[src/rtl/nv_store_pkg.sv]
package nv_store_pkg;

  typedef enum logic {
    SRC_HOST  = 1'b0,
    SRC_WIPER = 1'b1
  } nv_src_e;

  // Value a request will commit, given its source.
  function automatic logic [31:0] pick_source(input logic src, input logic [31:0] host_v,
                                              input logic [31:0] wiper_v);
    return (nv_src_e'(src) == SRC_WIPER) ? wiper_v : host_v;
  endfunction

  // Down-counter step that saturates at zero.
  function automatic int unsigned count_down(input int unsigned c);
    return (c == 0) ? 0 : c - 1;
  endfunction

endpackage

[src/rtl/nv_req_latch.sv]
module nv_req_latch #(
  parameter int DATA_W = 6,
  parameter int PTR_W  = 2
) (
  input  logic              clk,
  input  logic              rst_n,
  input  logic              req_valid,
  input  logic              req_src,
  input  logic [PTR_W-1:0]  req_ptr,
  input  logic [DATA_W-1:0] req_data,
  input  logic [DATA_W-1:0] wiper_val,
  input  logic              busy,
  input  logic              frame_end,
  output logic              armed,
  output logic [PTR_W-1:0]  arm_ptr,
  output logic [DATA_W-1:0] arm_data,
  output logic              dropped
);
  import nv_store_pkg::*;

  logic take;
  logic [DATA_W-1:0] chosen;

  assign take   = req_valid && !busy;
  assign chosen = DATA_W'(pick_source(req_src, 32'(req_data), 32'(wiper_val)));

  always_ff @(posedge clk or negedge rst_n) begin
    if (!rst_n) begin
      armed    <= 1'b0;
      arm_ptr  <= '0;
      arm_data <= '0;
      dropped  <= 1'b0;
    end else begin
      dropped <= req_valid && busy;
      if (frame_end) begin
        armed <= 1'b0;
      end else if (take) begin
        armed    <= 1'b1;
        arm_ptr  <= req_ptr;
        arm_data <= chosen;
      end
    end
  end
endmodule

[src/rtl/nv_commit_timer.sv]
module nv_commit_timer #(
  parameter int COMMIT_CYCLES = 16
) (
  input  logic clk,
  input  logic rst_n,
  input  logic start,
  output logic busy,
  output logic fire
);
  import nv_store_pkg::*;

  localparam int CNT_W = (COMMIT_CYCLES > 1) ? $clog2(COMMIT_CYCLES) : 1;
  localparam logic [CNT_W-1:0] LOAD_V = CNT_W'(COMMIT_CYCLES - 1);

  logic [CNT_W-1:0] cnt;

  assign fire = busy && (cnt == '0);

  always_ff @(posedge clk or negedge rst_n) begin
    if (!rst_n) begin
      busy <= 1'b0;
      cnt  <= '0;
    end else if (start) begin
      busy <= 1'b1;
      cnt  <= LOAD_V;
    end else if (fire) begin
      busy <= 1'b0;
    end else if (busy) begin
      cnt <= CNT_W'(count_down(32'(cnt)));
    end
  end
endmodule

[src/rtl/nv_reg_bank.sv]
module nv_reg_bank #(
  parameter int DATA_W = 6,
  parameter int REGS   = 4,
  parameter int PTR_W  = 2
) (
  input  logic              clk,
  input  logic              por_clear,
  input  logic              wr_en,
  input  logic [PTR_W-1:0]  wr_ptr,
  input  logic [DATA_W-1:0] wr_data,
  input  logic [PTR_W-1:0]  rd_ptr,
  output logic [DATA_W-1:0] rd_data,
  output logic [DATA_W-1:0] reg0
);
  logic [REGS*DATA_W-1:0] flat;

  for (genvar g = 0; g < REGS; g++) begin : g_cell
    logic [DATA_W-1:0] q;
    always_ff @(posedge clk) begin
      if (por_clear)
        q <= '0;
      else if (wr_en && (wr_ptr == PTR_W'(g)))
        q <= wr_data;
    end
    assign flat[g*DATA_W +: DATA_W] = q;
  end

  assign rd_data = flat[int'(rd_ptr)*DATA_W +: DATA_W];
  assign reg0    = flat[DATA_W-1:0];
endmodule

[src/rtl/nv_store_ctrl.sv]
module nv_store_ctrl #(
  parameter int DATA_W        = 6,
  parameter int REGS          = 4,
  parameter int COMMIT_CYCLES = 16,
  localparam int PTR_W        = (REGS > 1) ? $clog2(REGS) : 1
) (
  input  logic              clk,
  input  logic              rst_n,
  input  logic              por_clear,
  input  logic              req_valid,
  input  logic              req_src,
  input  logic [PTR_W-1:0]  req_ptr,
  input  logic [DATA_W-1:0] req_data,
  input  logic [DATA_W-1:0] wiper_val,
  input  logic              frame_end,
  input  logic              frame_complete,
  input  logic              wr_protect_n,
  input  logic [PTR_W-1:0]  rd_ptr,
  output logic [DATA_W-1:0] rd_data,
  output logic [DATA_W-1:0] recall_val,
  output logic              write_busy,
  output logic              req_dropped
);
  // Named internal events, also seen by the bound checker.
  logic              armed_q;
  logic [PTR_W-1:0]  arm_ptr;
  logic [DATA_W-1:0] arm_data;
  logic              commit_start;
  logic              commit_fire;

  assign commit_start = frame_end && frame_complete && wr_protect_n && armed_q && !write_busy;

  nv_req_latch #(.DATA_W(DATA_W), .PTR_W(PTR_W)) u_latch (
    .clk       (clk),
    .rst_n     (rst_n),
    .req_valid (req_valid),
    .req_src   (req_src),
    .req_ptr   (req_ptr),
    .req_data  (req_data),
    .wiper_val (wiper_val),
    .busy      (write_busy),
    .frame_end (frame_end),
    .armed     (armed_q),
    .arm_ptr   (arm_ptr),
    .arm_data  (arm_data),
    .dropped   (req_dropped)
  );

  nv_commit_timer #(.COMMIT_CYCLES(COMMIT_CYCLES)) u_timer (
    .clk   (clk),
    .rst_n (rst_n),
    .start (commit_start),
    .busy  (write_busy),
    .fire  (commit_fire)
  );

  nv_reg_bank #(.DATA_W(DATA_W), .REGS(REGS), .PTR_W(PTR_W)) u_bank (
    .clk       (clk),
    .por_clear (por_clear),
    .wr_en     (commit_fire),
    .wr_ptr    (arm_ptr),
    .wr_data   (arm_data),
    .rd_ptr    (rd_ptr),
    .rd_data   (rd_data),
    .reg0      (recall_val)
  );
endmodule

[config.mk]
export PLATFORM = sky130hd
export DESIGN_NAME = nv_store_ctrl
export DESIGN_NICKNAME = d
export VERILOG_FILES = /design/src/rtl/nv_store_pkg.sv /design/src/rtl/nv_req_latch.sv /design/src/rtl/nv_commit_timer.sv /design/src/rtl/nv_reg_bank.sv /design/src/rtl/nv_store_ctrl.sv
export SDC_FILE = /design/constraint.sdc
export NUM_CORES = 1
export LEC_CHECK = 0
export ABC_CLOCK_PERIOD_IN_PS = 3300
export BUFFER_PORTS_ARGS = -buffer_cell sky130_fd_sc_hd__buf_2
export CAP_MARGIN = 20
export CORE_MARGIN = 5
export CORE_UTILIZATION = 53
export CTS_BUF_LIST = sky130_fd_sc_hd__clkbuf_8
export DETAILED_ROUTE_END_ITERATION = 16
export PLACE_DENSITY = 0.83
export SLEW_MARGIN = 40
export SYNTH_ARGS = -nofsm -noshare
export SYNTH_HDL_FRONTEND = slang
export SYNTH_SLANG_ARGS = --single-unit
[constraint.sdc]
create_clock -name clk -period 3.3 [get_ports clk]
set_input_delay 0.66 -clock clk [delete_from_list [all_inputs] [get_ports clk]]
set_output_delay 0.66 -clock clk [all_outputs]
set_load 0.005 [all_outputs]
==> results.py, run 1 <==
metrics = {
    "outcome": {
        "outcome": "finished clean",
    },
    "layout": {
        "fillCellCount": 288,
        "area_delta_synth_final_pct": 15.89,
        "final_core_util_pct": 62.59,
        "multiInputGateArea_sq_um": 869.6,
        "regArea_sq_um": 855.8,
        "finalNetCount": 218,
        "final_cell_mix": "buf_2 (37), nand2b_1 (31), mux2i_1 (30)",
        "antenna_cells": 0,
        "drive_gt1_share_pct": 28.72,
        "design_area_sq_um": 2072,
        "layout_commonest_cell": "buf_2",
        "stdcell_count": 241,
    },
    "worst_setup_path": {
        "critPathMaxStageDelay_ps": 530,
        "path_common_cell": "buf_2",
        "cp_slowest_cell": "mux4_2",
        "worstSetupPathType": "in -> out",
        "cp-end-kind": "primary output",
        "reg2reg_setup_slack_ps": 1330,
        "cp.arrival_ps": 1550,
        "crit_buf_inv": 2,
        "critPathTopFamily": "multiplexers",
        "crit_chain": "buf_2 > mux4_2 > buf_2",
        "required_ps": 2640,
        "crit_path_max_fanout": 6,
        "start_kind": "input pin",
    },
    "timing": {
        "rsz0062_at_grt": "false",
        "max-slew-margin-rel_pct": 59.76,
        "fin_skew_ps": 5.495,
        "setup_viol": 0,
        "tightest_slew_ps": 599.2,
        "fin_tns_setup_ps": 0,
        "timing.fmax_ghz": 0.4525,
        "min_period_over_period_pct": 66.96,
        "hold_viol_final": 0,
        "final_max_slew_viol_count": 0,
        "period_needed_ps": 2210,
        "fin_ws_ps": 1090,
        "holdWs_ps": 257.9,
    },
    "clocking": {
        "cts_setup_buffers": 0,
        "cts-resized-gates": 0,
        "hold_buffers": 0,
        "h-tree-depth": 2,
        "cts.reportedPaths.clkPinSlew_ps": 70,
        "cts_tree": "yes",
        "cts_buffer_depth": 2,
        "root_buffer": "clkbuf_8",
        "clock_latency_ps": 290,
        "cts_buffers": 5,
        "clock-sinks": 39,
    },
    "hold_path": {
        "hold_class": "in -> async",
    },
    "placement": {
        "post-place-ws_ps": 1076,
        "port_buffers": 37,
        "placed_area_sq_um": 1987,
        "gp_congestion": 0.8317,
        "dpl.cell_count": 233,
        "place.detailed.hpwl_mm": 2.616,
    },
    "logic_synthesis": {
        "yosys_warnings": 0,
        "avgSynthCellArea_sq_um": 11.17,
        "syn_area_sq_um": 1788,
        "synthesis.nets": 184,
        "yosys_register_bits": 39,
        "ys_seq_area_share_pct": 47.87,
        "synth_cell_type_count": 28,
        "netlist_instances": 160,
    },
    "power_and_ir_drop": {
        "p_per_area_nw_per_um2": 567.4,
        "p_total_mw": 1.176,
        "ir_worst_vdd_uv": 380.3,
        "leakage_nw": 1.005,
    },
    "grt": {
        "antenna_found_initial": 0,
        "gr-usage-all-layers_pct": 17.41,
        "grt_pass1_vias": 1327,
        "grt_overflow": 0,
        "grt_pass1_wl_mm": 5.830,
        "grt_max_degree": 31,
    },
    "run": {
        "maxCapViolCount": 0,
    },
    "drt": {
        "viasPerCell": 5.216,
        "routed_wl_mm": 3.456,
        "firstDrtPassIters": 4,
        "drc_errors": 0,
        "wl_per_cell_um": 14.34,
        "antenna_left": 0,
        "num_vias": 1257,
        "drtIter0Drc": 45,
    },
    "die": {
        "die_y_um": 68.08,
        "rows": 21,
        "io_pins": 38,
        "die_area_sq_um": 4635,
        "coreArea_sq_um": 3311,
        "dieWidth_um": 68.08,
        "initial_core_util_pct": 54.01,
    },
}
[cells by family (layout without fill, tap and decap cells)]
family	count (synthesis)	count (layout)	synth area share, %
AND/OR/NAND/NOR	58	58	19.95
AO/OA/AOI/OAI	12	12	3.709
multiplexers	37	37	24.98
flip-flops	39	39	47.87
buffers and inverters	14	49	3.499
[synthesized netlist by cell type]
library cell   n  share of area [%]
and2_1         2               0.70
a21o_1         1               0.42
dfxtp_1       24                 27
or4b_2         1               0.56
mux4_2         6                7.6
a21oi_1        6                1.7
or3_1          3                1.0
o31ai_1        1               0.42
nand3_1        2               0.56
a31oi_1        1               0.35
clkbuf_1       7                1.5
dfrtp_1       15                 21
nand4_1        1               0.35
mux2_2         1               0.63
buf_1          1               0.21
nor3b_1        1               0.42
buf_6          1               0.63
buf_2          2               0.56
mux2i_1       30                 17
nor2_1         7                1.5
or2_2          1               0.35
nand2_1        6                1.3
or4b_4         1               0.77
nor4_4         1                1.2
o21ai_0        3               0.84
nand2b_1      31                 11
inv_1          3               0.63
or4_1          1               0.42
[layout make-up]
class / instances / area share [%]
Clock buffer: 5 / 3.321
Clock inverter: 3 / 0.7850
Multi-Input combinational cell: 107 / 41.97
Tap cell: 46 / 2.778
Sequential cell: 39 / 41.30
Inverter: 3 / 0.5435
Timing Repair Buffer: 38 / 9.300
[path summary, 6_finish.rpt]
check / start / endpoint / cells past startpoint
max in group asynchronous: rst_n / u_timer.cnt[3] / 1
max reg2reg: u_timer.cnt[1] / u_bank.reg0[4] / 3
min in group clk: u_bank.g_cell[2].q[1] / u_bank.g_cell[2].q[1] / 2
min reg2reg: u_bank.g_cell[2].q[1] / u_bank.g_cell[2].q[1] / 2
max: rd_ptr[0] / rd_data[0] / 3
min: rst_n / u_latch.arm_data[5] / 1
[registers in the layout, summed over array words and instances (netlist names)]
signal	count
u_bank.g_cell.q	18
u_bank.reg0	6
u_latch.arm_ptr	2
u_latch.dropped	1
u_latch.arm_data	6
u_timer.busy	1
u_latch.armed	1
u_timer.cnt	4
[where the power goes]
group          leakage (nW)  total [mW]  switching, mW  internal (mW)
sequential            0.369       0.630         0.0715          0.559
clock                0.0453       0.308          0.163          0.144
combinational         0.591       0.238          0.129          0.109
[metal layers]
layer / routed length (um) / part of all wire, % / up-vias / track usage (%)
li1: - / - / 621 / -
met1: 1471 / 43 / 587 / 18.85
met2: 1698 / 49 / 43 / 29.36
met3: 230 / 6.7 / 6 / 7.225
met4: 56 / 1.6 / 0 / 8.189
met5: 0 / 0 / - / 0
Note: power is estimated with default switching activity, not from simulation.
==> run 2: changes to the inputs <==
- ABC_AREA: not set -> 1
- ABC_CLOCK_PERIOD_IN_PS: 3300 -> 2300
- PLACE_DENSITY: 0.83 -> 0.82
- clock period: 3.3 -> 2.3 ns (I/O delays scaled with it)
==> results.py, run 2 <==
metrics = {
    "outcome": {
        "outcome": "finished clean",
    },
    "worst_setup_path": {
        "cp.arrival_ps": 1210,
        "worstSetupPathType": "in -> out",
        "start_kind": "input pin",
        "crit_path_max_fanout": 13,
        "required_ps": 1840,
        "cp-end-kind": "primary output",
    },
    "layout": {
        "antenna_cells": 0,
        "design_area_sq_um": 2188,
        "finalNetCount": 317,
        "layout_commonest_cell": "nor2_1",
        "area_delta_synth_final_pct": 14.61,
        "stdcell_count": 340,
        "drive_gt1_share_pct": 22.45,
        "top_register": "u_bank.g_cell.q",
        "final_core_util_pct": 64.07,
        "largest_reg_flops": 18,
        "final_cell_mix": "nor2_1 (62), nand2_1 (44), buf_2 (37)",
    },
    "logic_synthesis": {
        "yosysTopAreaCell": "dfxtp_1",
        "yosys_register_bits": 39,
        "synth_cell_type_count": 24,
        "yosysMostFrequentCell": "nor2_1",
        "avgSynthCellArea_sq_um": 7.401,
        "syn_area_sq_um": 1909,
        "synthesis.nets": 282,
        "yosys_warnings": 0,
        "ys_seq_area_share_pct": 44.82,
        "postSynth.asyncResetShare_pct": 38.46,
        "synth_edf_count": 0,
        "ys_top_cells_by_count": "nor2_1 (62), nand2_1 (44), nand3_1 (29)",
        "synth_area_leaders": "dfxtp_1 (25%), dfrtp_1 (20%), nor2_1 (12%)",
        "synthFlopType": "dfxtp_1",
        "yosysTopAreaCellShare_pct": 25.16,
        "netlist_instances": 258,
    },
    "grt": {
        "grt_pass1_wl_mm": 7.100,
        "grt_max_degree": 25,
        "antenna_found_initial": 0,
        "gr-usage-all-layers_pct": 18.24,
        "grt_overflow": 0,
        "grt_pass1_vias": 1524,
    },
    "timing": {
        "timing.fmax_ghz": 0.5979,
        "tightest_slew_ps": 643.4,
        "hold_viol_final": 0,
        "max-slew-margin-rel_pct": 57.06,
        "rsz0062_at_grt": "false",
        "period_needed_ps": 1673,
        "fin_ws_ps": 627.4,
        "setup_viol": 0,
        "final_max_slew_viol_count": 0,
        "fin_tns_setup_ps": 0,
        "fin_skew_ps": 3.788,
        "min_period_over_period_pct": 72.72,
    },
    "drt": {
        "viasPerCell": 5.129,
        "drc_errors": 0,
        "wl_met2_mm": 1.912,
        "drtIter0Drc": 97,
        "antenna_left": 0,
        "firstDrtPassIters": 4,
        "route.met3.wl_um": 299,
        "wl_met1_mm": 1.908,
        "routed_wl_mm": 4.245,
        "wl_per_cell_um": 12.49,
        "num_vias": 1744,
        "routed.top_layer": "met4",
    },
    "hold_path": {
        "hold_class": "in -> async",
    },
    "die": {
        "rows": 21,
        "io_pins": 38,
        "coreArea_sq_um": 3416,
        "die_area_sq_um": 4903,
        "dieWidth_um": 70.02,
        "initial_core_util_pct": 55.90,
        "die_y_um": 70.02,
    },
    "placement": {
        "gp_congestion": 0.9284,
        "place.detailed.hpwl_mm": 3.253,
        "port_buffers": 37,
        "post-place-ws_ps": 649.0,
        "dpl.cell_count": 332,
        "placed_area_sq_um": 2098,
    },
    "clocking": {
        "h-tree-depth": 2,
        "clock_latency_ps": 290,
        "hold_buffers": 0,
        "cts-resized-gates": 0,
        "cts_tree": "yes",
        "cts_setup_buffers": 0,
        "root_buffer": "clkbuf_8",
        "cts_buffer_depth": 2,
        "cts.reportedPaths.clkPinSlew_ps": 70,
        "clock-sinks": 39,
        "cts_buffers": 5,
    },
    "power_and_ir_drop": {
        "ir_worst_vdd_uv": 626.9,
        "leakage_nw": 1.045,
        "p_clk_share_pct": 22.9,
        "p_sw_uw": 787.2,
        "p_per_area_nw_per_um2": 928.6,
        "power_switching_share_pct": 38.74,
        "pwr-share-seq_pct": 46.3,
        "internal_power_mw": 1.245,
        "pwr-share-comb_pct": 30.8,
    },
    "run": {
        "maxCapViolCount": 0,
    },
}
-- run 2: cell types whose count changed in the layout (fill, tap and decap cells not counted), moves of 8 or more --
| cell | before | now |
|---|---|---|
| mux2i_1 | 30 | 0 |
| nand2b_1 | 31 | 0 |
| inv_1 | 4 | 16 |
| inv_2 | 0 | 8 |
| nand2_1 | 6 | 44 |
| nor2_1 | 7 | 62 |
| o21ai_1 | 0 | 14 |
| nor2_4 | 0 | 8 |
| nand3_1 | 2 | 29 |
-- run 2: layout make-up --
| cell class | count | area [sq um] |
|---|---|---|
| repair buffers | 37 | 185.2 |
| well taps | 46 | 57.56 |
| fillers | 319 | 1227 |
| multi-input cells | 184 | 898.4 |
| clock inverters | 2 | 7.507 |
| flip-flops and latches | 39 | 855.8 |
| clock buffers | 6 | 82.58 |
| inverters | 26 | 101.3 |
-- run 2: metal layers --
layer	vias up	global-route usage, %
met2	60	26.55
met3	13	6.600
met4	0	9.362
met5	-	0
li1	901	-
met1	770	23.61
-- run 2: worst paths after layout --
path,end,slack (ps),cells after the start,start
max,rd_data[0],630,5,rd_ptr[0]
min,u_latch.arm_data[0],50,1,rst_n
max reg2reg,u_bank.g_cell[1].q[0],920,6,u_timer.cnt[0]
min reg2reg,u_bank.g_cell[1].q[1],490,2,u_bank.g_cell[1].q[1]
max in group asynchronous,u_latch.arm_ptr[0],2000,1,rst_n
min in group clk,u_latch.dropped,370,3,req_valid
-- run 2: power groups by stage --
stage / logic (mW) / registers (mW) / clock network, mW
3_3_place_gp: 0.604 / 0.951 / 0
2_1_floorplan: 0.506 / 0.917 / 0
5_1_grt: 0.707 / 0.961 / 0.502
4_1_cts: 0.628 / 0.941 / 0.475
3_5_place_dp: 0.627 / 0.955 / 0
6_report: 0.627 / 0.941 / 0.465
-- run 2: critical path: stages --
cell and delay (ps):
buf_2 200, inv_2 130, o21ai_0 200, o22ai_1 90
buf_2 130
-- run 2: through the flow --
stage	hold slack, ps	power [mW]
3_3_place_gp	372.8	1.554
4_1_cts	59.19	2.044
6_report	51.95	2.032
5_1_grt	67.56	2.171
3_5_place_dp	377.0	1.582
2_1_floorplan	164.4	1.423
-- run 2: kinds of logic (layout without fill, tap and decap cells) --
| family | Yosys count | in the layout | synth area share [%] |
|---|---|---|---|
| flops | 39 | 39 | 44.82 |
| buf+inv | 35 | 71 | 8.125 |
| compound gates | 36 | 36 | 10.75 |
| simple gates | 148 | 148 | 36.30 |
==> run 3: changes to the inputs <==
- ABC_CLOCK_PERIOD_IN_PS: 2300 -> 1400
- CORE_UTILIZATION: 53 -> 51
- PLACE_DENSITY: 0.82 -> 0.83
- clock period: 2.3 -> 1.4 ns (I/O delays scaled with it)
==> results.py, run 3 (synthesis gave the netlist of run 2 again) <==
metrics = {
    "timing": {
        "tightest_slew_ps": 322.6,
        "hold_viol_final": 0,
        "max-slew-margin-rel_pct": 78.49,
        "setup_viol": 0,
        "fin_tns_setup_ps": 0,
        "min_period_over_period_pct": 94.84,
        "rsz0062_at_grt": "false",
        "timing.fmax_ghz": 0.7532,
        "final_max_slew_viol_count": 0,
        "fin_skew_ps": 4.703,
        "period_needed_ps": 1328,
    },
    "clocking": {
        "clock-sinks": 39,
        "cts.reportedPaths.clkPinSlew_ps": 70,
        "clock_latency_ps": 290,
        "cts_tree": "yes",
        "cts_setup_buffers": 0,
        "cts_buffer_depth": 2,
        "root_buffer": "clkbuf_8",
        "cts_buffers": 5,
        "h-tree-depth": 2,
    },
    "layout": {
        "design_area_sq_um": 2255,
        "layout_commonest_cell": "nor2_1",
        "multiInputGateArea_sq_um": 909.6,
        "antenna_cells": 0,
        "drive_gt1_share_pct": 24.00,
        "regArea_sq_um": 855.8,
        "fillCellCount": 359,
        "largest_reg_flops": 18,
        "final_cell_mix": "nor2_1 (62), nand2_1 (44), buf_2 (36)",
        "finalNetCount": 323,
        "area_delta_synth_final_pct": 18.09,
        "top_register": "u_bank.g_cell.q",
    },
    "drt": {
        "drc_errors": 0,
        "wl_per_cell_um": 11.80,
        "num_vias": 1736,
        "antenna_left": 0,
        "viasPerCell": 4.989,
        "firstDrtPassIters": 4,
        "routed_wl_mm": 4.105,
        "drtIter0Drc": 97,
    },
    "worst_setup_path": {
        "required_ps": 1590,
        "cp.arrival_ps": 1520,
        "cp-end-kind": "register",
        "reg2reg_setup_slack_ps": 70,
        "crit_path_max_fanout": 12,
        "worst_r2r_path_depth": 6,
        "rr_endpoint": "u_bank.g_cell[3].q[2]",
        "start_kind": "register",
        "r2r_start": "u_timer.cnt[1]",
        "worstSetupPathType": "reg -> reg",
    },
    "die": {
        "die_y_um": 71.19,
        "die_area_sq_um": 5067,
        "initial_core_util_pct": 52.55,
        "coreArea_sq_um": 3633,
        "dieWidth_um": 71.19,
        "io_pins": 38,
        "rows": 22,
    },
    "placement": {
        "place.detailed.hpwl_mm": 2.986,
        "placed_area_sq_um": 2131,
        "gp_congestion": 0.8140,
        "port_buffers": 37,
    },
    "hold_path": {
        "hold_path_end": "u_latch.armed",
        "hold_class": "in -> reg",
        "hold_path_startpoint": "frame_end",
        "holdPathStages": 2,
    },
    "grt": {
        "grt_max_degree": 25,
        "grt_pass1_wl_mm": 6.927,
        "grt_pass1_vias": 1514,
        "antenna_found_initial": 0,
        "gr-usage-all-layers_pct": 17.44,
        "grt_overflow": 0,
    },
    "outcome": {
        "outcome": "finished clean",
    },
    "power_and_ir_drop": {
        "ir_worst_vdd_uv": 941.2,
        "p_per_area_nw_per_um2": 1535,
        "leakage_nw": 1.077,
    },
    "run": {
        "maxCapViolCount": 0,
    },
}
==> run 3: cell count changes in the layout (fill, tap and decap cells not counted) <==
cell / before / now
dlygate4sd3_1: 0 / 1
nor2_4: 8 / 9
clkbuf_8: 6 / 7
clkinv_1: 1 / 0
buf_4: 0 / 4
clkbuf_4: 0 / 1
buf_2: 37 / 36
==> run 3: timing repair <==
action | CTS | global route
hold buffers | 1 | 0
setup endpoints to repair | 0 | 4
endpoints found under the hold margin | 15 | 0
resized for setup | 0 | 1
==> run 3: per-stage QoR <==
step / power (mW) / setup WS [ps] / util, % / hold WS [ps] / std cells
final: 3.461 / 72.27 / 62.05 / 192.2 / 348
after global routing: 3.711 / 4.015 / 62.05 / 196.1 / 348
after CTS: 3.461 / 76.49 / 61.67 / 184.8 / 347
after detailed placement: 2.627 / 76.25 / 58.64 / 194.8 / 338
after floorplan: 2.337 / 214.2 / - / -15.59 / 258
after global placement: 2.605 / 94.17 / 58.64 / 188.1 / 338
==> run 3: report_power, final <==
group	internal (mW)	total [mW]	switching (mW)
clock	0.442	0.810	0.368
combinational	0.394	1.13	0.737
sequential	1.32	1.52	0.197
total	2.16	3.46	1.30
==> run 3: how the worst max path moves through the flow <==
| stage | slack, ps | startpoint | endpoint | depth (start not counted) |
|---|---|---|---|---|
| global route | 4 | u_timer.cnt[2] | u_bank.g_cell[3].q[2] | 6 |
| CTS | 80 | rd_ptr[0] | rd_data[1] | 5 |
| finish | 70 | u_timer.cnt[1] | u_bank.g_cell[3].q[2] | 6 |
| global placement | 90 | rd_ptr[0] | rd_data[1] | 5 |
| detailed placement | 80 | rd_ptr[0] | rd_data[1] | 5 |
| floorplan | 210 | u_timer.cnt[0] | u_bank.reg0[1] | 7 |
==> run 3: critical path: stages (launching register included) <==
cell and delay [ps]:
dfrtp_1 440, nor2_4 170, nand2_4 110, nor2_4 250, nand3_1 130, nand2_1 90, nor2_1 40
==> run 3: area by class of cell <==
class | instances | area share [%]
clock inverters | 1 | 0.1665
well taps | 48 | 2.664
clock buffers | 7 | 4.273
repair buffers | 42 | 10.10
flip-flops and latches | 39 | 37.96
multi-input cells | 185 | 40.34
inverters | 26 | 4.495
==> run 3: layer usage <==
layer | part of all wire, % | vias to the layer above | global-route usage (%)
met3 | 7.7 | 10 | 4.972
li1 | - | 921 | -
met2 | 44 | 60 | 27.65
met4 | 2.4 | 0 | 7.516
met1 | 46 | 745 | 22.09
met5 | 0 | - | 0
